$ cat src/rtl/burst_pipe_pkg.sv
package burst_pipe_pkg;
  localparam int COL_W = 8;
  localparam int LANES = 4;
  localparam int MAX_CL = 3;

  typedef struct packed {
    logic             load;
    logic             beat;
    logic             isWrite;
    logic             interleave;
    logic [COL_W-1:0] beatIdx;
    logic [COL_W-1:0] mask;
  } ctrlStrobe_t;

  function automatic logic [COL_W-1:0] lenMask(input logic [2:0] code, input logic ilv);
    case (code)
      3'd1:    lenMask = COL_W'(1);
      3'd2:    lenMask = COL_W'(3);
      3'd3:    lenMask = COL_W'(7);
      3'd7:    lenMask = ilv ? '0 : {COL_W{1'b1}};
      default: lenMask = '0;
    endcase
  endfunction
endpackage

$ cat src/rtl/burst_seq_ctrl.sv
module burst_seq_ctrl
  import burst_pipe_pkg::*;
(
  input  logic        clk,
  input  logic        rstN,
  input  logic        cke,
  input  logic        rdStart,
  input  logic        wrStart,
  input  logic        stopReq,
  input  logic [2:0]  lenCode,
  input  logic        interleave,
  output ctrlStrobe_t strobe
);
  logic             active;
  logic             isWrite;
  logic             ilvQ;
  logic [COL_W-1:0] cnt;
  logic [COL_W-1:0] lastIdx;
  logic             load;

  assign load = cke && (rdStart || wrStart);

  always_ff @(posedge clk or negedge rstN) begin
    if (!rstN) begin
      active  <= 1'b0;
      isWrite <= 1'b0;
      ilvQ    <= 1'b0;
      cnt     <= '0;
      lastIdx <= '0;
    end else if (cke) begin
      if (load) begin
        active  <= 1'b1;
        isWrite <= !rdStart;
        ilvQ    <= interleave;
        cnt     <= '0;
        lastIdx <= lenMask(lenCode, interleave);
      end else if (stopReq) begin
        active <= 1'b0;
      end else if (active) begin
        if (cnt == lastIdx) active <= 1'b0;
        else                cnt    <= cnt + 1'b1;
      end
    end
  end

  always_comb begin
    strobe.load       = load;
    strobe.beat       = active;
    strobe.isWrite    = isWrite;
    strobe.interleave = ilvQ;
    strobe.beatIdx    = cnt;
    strobe.mask       = lastIdx;
  end

  // a stop without a start ends the burst
  assert_stop_ends_R10: assert property (@(posedge clk) disable iff (!rstN)
    (cke && stopReq && !rdStart && !wrStart) |=> !active);

  // suspended cycle holds counter and activity
  assert_freeze_R11: assert property (@(posedge clk) disable iff (!rstN)
    !cke |=> ($stable(cnt) && $stable(active)));

  // one beat per enabled cycle until the last index
  assert_beat_step_R2: assert property (@(posedge clk) disable iff (!rstN)
    (cke && active && !load && !stopReq && cnt != lastIdx) |=> (active && cnt == $past(cnt) + 1'b1));
endmodule

$ cat src/rtl/burst_data_path.sv
module burst_data_path
  import burst_pipe_pkg::*;
(
  input  logic             clk,
  input  logic             rstN,
  input  logic             cke,
  input  ctrlStrobe_t      strobe,
  input  logic [COL_W-1:0] startCol,
  input  logic [1:0]       casLat,
  input  logic             dqmShort,
  input  logic             stopReq,
  input  logic [LANES-1:0] dqm,
  output logic [COL_W-1:0] colAddr,
  output logic             colValid,
  output logic             rdValid,
  output logic [LANES-1:0] rdByteEn,
  output logic [LANES-1:0] wrStrobe
);
  localparam int STAGES = MAX_CL - 1;

  logic [COL_W-1:0]  startQ;
  logic [COL_W-1:0]  seqAddr;
  logic [STAGES-1:0] rdStage;
  logic [MAX_CL-1:0] rdTap;
  logic [1:0]        clIdx;
  logic              readBeat;
  logic [LANES-1:0]  dqmDly [1:2];
  logic [LANES-1:0]  dqmSel;

  always_ff @(posedge clk or negedge rstN) begin
    if (!rstN)            startQ <= '0;
    else if (strobe.load) startQ <= startCol;
  end

  assign seqAddr  = startQ + strobe.beatIdx;
  assign colAddr  = strobe.interleave ? (startQ ^ strobe.beatIdx)
                                      : ((startQ & ~strobe.mask) | (seqAddr & strobe.mask));
  assign colValid = strobe.beat;

  assign readBeat = strobe.beat && !strobe.isWrite;
  assign clIdx    = (casLat == 2'd0) ? 2'd0 : casLat - 2'd1;

  always_ff @(posedge clk or negedge rstN) begin
    if (!rstN)    rdStage <= '0;
    else if (cke) rdStage <= {rdStage[STAGES-2:0], readBeat};
  end

  assign rdTap   = {rdStage, readBeat};
  assign rdValid = rdTap[clIdx];

  generate
    for (genvar d = 1; d <= 2; d++) begin : g_dqmDelay
      always_ff @(posedge clk or negedge rstN) begin
        if (!rstN)    dqmDly[d] <= '0;
        else if (cke) dqmDly[d] <= (d == 1) ? dqm : dqmDly[1];
      end
    end
  endgenerate

  assign dqmSel   = (dqmShort && clIdx == 2'd0) ? dqmDly[1] : dqmDly[2];
  assign rdByteEn = rdValid ? ~dqmSel : '0;
  assign wrStrobe = (strobe.beat && strobe.isWrite && cke && !stopReq) ? ~dqm : '0;

  // with latency 2 a read beat yields data in the next cycle
  assert_cl2_data_R5: assert property (@(posedge clk) disable iff (!rstN)
    (cke && clIdx == 2'd1 && readBeat) |=> (rdValid || clIdx != 2'd1));

  // every address stays in the aligned block of the start column
  assert_block_R3: assert property (@(posedge clk) disable iff (!rstN)
    colValid |-> ((colAddr & ~strobe.mask) == (startQ & ~strobe.mask)));

  // no enables without read data
  assert_en_gate_R6: assert property (@(posedge clk) disable iff (!rstN)
    !rdValid |-> (rdByteEn == '0));
endmodule

$ cat src/rtl/burst_col_pipe.sv
module burst_col_pipe
  import burst_pipe_pkg::*;
(
  input  logic             clk,
  input  logic             rstN,
  input  logic             cke,
  input  logic             rdStart,
  input  logic             wrStart,
  input  logic             stopReq,
  input  logic [COL_W-1:0] startCol,
  input  logic [2:0]       lenCode,
  input  logic             interleave,
  input  logic [1:0]       casLat,
  input  logic             dqmShort,
  input  logic [LANES-1:0] dqm,
  output logic [COL_W-1:0] colAddr,
  output logic             colValid,
  output logic             rdValid,
  output logic [LANES-1:0] rdByteEn,
  output logic [LANES-1:0] wrStrobe
);
  ctrlStrobe_t strobe;

  burst_seq_ctrl u_ctrl (
    .clk, .rstN, .cke, .rdStart, .wrStart, .stopReq, .lenCode, .interleave,
    .strobe
  );

  burst_data_path u_data (
    .clk, .rstN, .cke, .strobe, .startCol, .casLat, .dqmShort, .stopReq, .dqm,
    .colAddr, .colValid, .rdValid, .rdByteEn, .wrStrobe
  );

  // write strobes only appear during an enabled beat
  assert_wr_only_beat_R8: assert property (@(posedge clk) disable iff (!rstN)
    (wrStrobe != '0) |-> (colValid && cke));
endmodule

$ cat config.mk
export PLATFORM = sky130hd
export DESIGN_NAME = burst_col_pipe
export DESIGN_NICKNAME = d
export VERILOG_FILES = /design/src/rtl/burst_pipe_pkg.sv /design/src/rtl/burst_seq_ctrl.sv /design/src/rtl/burst_data_path.sv /design/src/rtl/burst_col_pipe.sv
export SDC_FILE = /design/constraint.sdc
export NUM_CORES = 1
export LEC_CHECK = 0
export ABC_AREA = 1
export CAP_MARGIN = 10
export CORE_MARGIN = 5
export CORE_UTILIZATION = 52
export DETAILED_ROUTE_END_ITERATION = 16
export PLACE_DENSITY = 0.8
export SYNTH_ARGS = -nofsm -noshare
export SYNTH_HDL_FRONTEND = slang
export SYNTH_SLANG_ARGS = --single-unit
$ cat constraint.sdc
create_clock -name clk -period 2.9 [get_ports clk]
set_clock_uncertainty 0.15 [all_clocks]
set_input_delay 0.725 -clock clk [delete_from_list [all_inputs] [get_ports clk]]
set_output_delay 0.725 -clock clk [all_outputs]
set_load 0.02 [all_outputs]
==> run_results.csv <==
group,metric,value,unit
die,core,0.00400,mm2
logic_synthesis,synth_common_cells,"nand2_1, inv_1, dfrtp_1",
pwr,switching_share,33.9,%
global_routing,grt_pass1_vias,2175,
cts,clkSinkCount,33,
global_routing,antenna_found_initial,0,
logic_synthesis,syn-num-nets,333,
die,die_area,0.00553,mm2
die,die_y,74.4,um
final_layout,area_growth,33.6,%
sta,finalHoldViolCount,0,
cts,cts-root-buf,"clkbuf_8",
pwr,p_clk_share,27.2,%
pwr,power_frac_comb,32.4,%
logic_synthesis,synthCells,299,
logic_synthesis,synth_warnings,0,
setup_path,crit_type,"register to output port",
sta,final.setup.tns,0,ns
logic_synthesis,synth_async_sr_flop_share,100,%
setup_path,cp-end-kind,"output port",
setup_path,path_cells,"ha_2 -> inv_1 -> fa_2 -> inv_1 -> nand2_2 -> nand2_2 -> nand3b_1 -> nand3_1 -> nand2_1 -> o21ai_1 -> nand2_1 -> buf_2",
logic_synthesis,synth_top_cell_area_share,38.3,%
cts,cts_max_level,2,
cts,numCtsBuffers,5,
logic_synthesis,synth_area_leader_cell,"dfrtp_1",
setup_path,startpoint_type,"register",
global_routing,grt_first_pass_wirelength,9470,um
global_routing,track_usage,22.3,%
detailed_routing,drtIter0Drc,114,
detailed_routing,dr.pass1.iters,4,
sta,worst_slew_pin_slew,0.453,ns
logic_synthesis,synth-main-ff-cell,"dfrtp_1",
setup_path,critPathMaxStageDelay,0.36,ns
placement,gp_congestion,0.917,
sta,setup_viol,0,
die,die_w,74.4,um
setup_path,crit_slowest_cell,"dfrtp_1",
pwr,p_per_area,461,mW/mm2
final_layout,finalCoreUtilization,71.9,%
logic_synthesis,syn_avg_cell_area,7.20,um2
final_layout,final_nets,402,
cts,tritoncts,"built",
die,io_pins,43,
logic_synthesis,syn_area,0.00215,mm2
setup_path,cp.required,2.03,ns
placement,dpl.hpwl,3980,um
global_routing,grt_overflow_total,0,
detailed_routing,via_count,2194,
sta,slew_viol_final,0,
placement,place_ws,-0.404,ns
sta,whs,0.348,ns
die,start_util,53.8,%
logic_synthesis,yosysUniqueCellTypes,34,
flow_run,drv_cap,0,
logic_synthesis,synth.most_common_cell,"nand2_1",
pwr,p_seq_share,40.4,%
logic_synthesis,synth_area_leaders,"dfrtp_1, nand2_1, inv_1",
min_path,hp-class,"register to register",
logic_synthesis,synth-seq-cells,33,
sta,fin_crit_sh,98.6,%
pwr,ir_drop,0.353,mV
outcome,outcome,"finished clean",
logic_synthesis,synth_edf_count,0,
detailed_routing,wl,5530,um
sta,period_minus_slack,2.86,ns
pwr,leakagePower,1.53,nW
cts,cts_hold_buf,0,
cts,clockBufferDepth,2,
detailed_routing,drt-wirelength-per-cell,13.2,um
cts,clock_latency,0.29,ns
placement,placed_cell_area,0.00278,mm2
setup_path,worstPathMaxFanout,2,
final_layout,diodes,0,
logic_synthesis,yosysSeqAreaShare,38.3,%
placement,port_buffers,42,
detailed_routing,drc,0,
detailed_routing,drtAntennaViolNets,0,
sta,fin_ws,0.0392,ns
final_layout,design_area,0.00288,mm2
final_layout,drive_above_1_share,19.0,%
setup_path,cp_num_buf_inv,3,
sta,clock.fmax,0.350,GHz
pwr,p_int,0.876,mW
global_routing,grt_max_degree,34,
pwr,power.switching,0.449,mW
detailed_routing,viasPerCell,5.25,
cts,path_clk_slew,0.07,ns
sta,rsz0062_at_grt,"yes",
sta,slew_headroom,69.8,%
setup_path,worstPathArrival,1.99,ns
setup_path,cp_top_family,"adder cells",
die,fp-row-count,23,
-- placed cells by master (no fill, tap or decap), types with 2 or more instances in the layout --
| cell type | n |
|---|---|
| a211oi_2 | 4 |
| a21oi_1 | 10 |
| a21oi_2 | 2 |
| buf_2 | 4 |
| buf_4 | 31 |
| clkbuf_2 | 8 |
| clkbuf_8 | 6 |
| clkdlybuf4s50_1 | 26 |
| dfrtp_1 | 33 |
| ha_1 | 6 |
| inv_1 | 39 |
| inv_2 | 2 |
| nand2_1 | 87 |
| nand2_2 | 3 |
| nand3_1 | 19 |
| nand4_1 | 12 |
| nor2_1 | 23 |
| o21ai_0 | 19 |
| o21ai_1 | 4 |
| xnor2_1 | 2 |
| xor2_1 | 6 |
-- state kept, by name (all words and copies together) (netlist names) --
register / count
u_ctrl.ilvQ: 1
u_data.rdStage: 2
u_ctrl.active: 1
u_ctrl.lastIdx: 4
u_data.dqmDly: 8
u_data.startQ: 8
u_ctrl.cnt: 8
u_ctrl.isWrite: 1
-- through the flow --
| stage | std cells | power, mW |
|---|---|---|
| floorplan | 299 | 0.766 |
| global placement | 408 | 0.959 |
| detailed placement | 408 | 0.972 |
| CTS | 416 | 1.32 |
| global route | 418 | 1.40 |
| finish | 418 | 1.33 |
-- timing repair --
item | in CTS | in global routing
endpoints found under the hold margin | 0 | 0
gates resized for setup | 44 | 34
pin swaps | 0 | 1
cloned | 0 | 0
endpoints found under the setup margin | 16 | 15
setup buffers | 1 | 2
-- area by class of cell --
class,instances,area [um2]
repair buffers,70,562
multi-input cells,216,1180
flip-flops and latches,33,826
inverters,42,158
well taps,50,62.6
clock buffers,7,86.3
fillers,311,1120
-- worst reg2reg max path: stages, from the launching register on --
cell     delay, ns
dfrtp_1       0.39
buf_4         0.14
buf_4         0.13
buf_4         0.14
xor2_1        0.13
nor2_1        0.19
nand3_4       0.17
nand2_4       0.16
nand3_1       0.11
nand2_1       0.08
-- worst paths after layout --
| check | startpoint | depth (start not counted) | endpoint | slack, ns |
|---|---|---|---|---|
| max | u_ctrl.cnt[0] | 12 | colAddr[6] | 0.04 |
| min | u_data.rdStage[1] | 2 | u_data.rdStage[1] | 0.35 |
| max reg2reg | u_ctrl.cnt[0] | 9 | u_ctrl.cnt[1] | 1.06 |
| min reg2reg | u_data.rdStage[1] | 2 | u_data.rdStage[1] | 0.35 |
| max in group asynchronous | rstN | 2 | u_ctrl.isWrite | 1.60 |
| min in group asynchronous | rstN | 2 | u_ctrl.active | 0.69 |
-- metal layers --
metal | vias up | wire [um] | global-route usage, %
met5 | - | 0 | 0
met3 | 14 | 316 | 5.95
met1 | 1005 | 2400 | 26.9
met4 | 0 | 142 | 10.1
met2 | 70 | 2670 | 37.5
li1 | 1105 | - | -
-- kinds of logic after synthesis --
group	Yosys count	synth area share, %
AND/OR/NAND/NOR	152	31.4
buffers and inverters	50	9.30
AO/OA/AOI/OAI	47	12.1
flip-flops	33	38.3
adder cells (fa/ha/maj)	9	5.58
XOR/XNOR	8	3.25
-- power by group through the flow --
stage	combinational (mW)	clock, mW	sequential [mW]
floorplan	0.229	0	0.537
global placement	0.420	0	0.540
detailed placement	0.432	0	0.540
CTS	0.421	0.366	0.533
global route	0.476	0.388	0.539
finish	0.429	0.361	0.535
(Power assumes the default switching activity.)
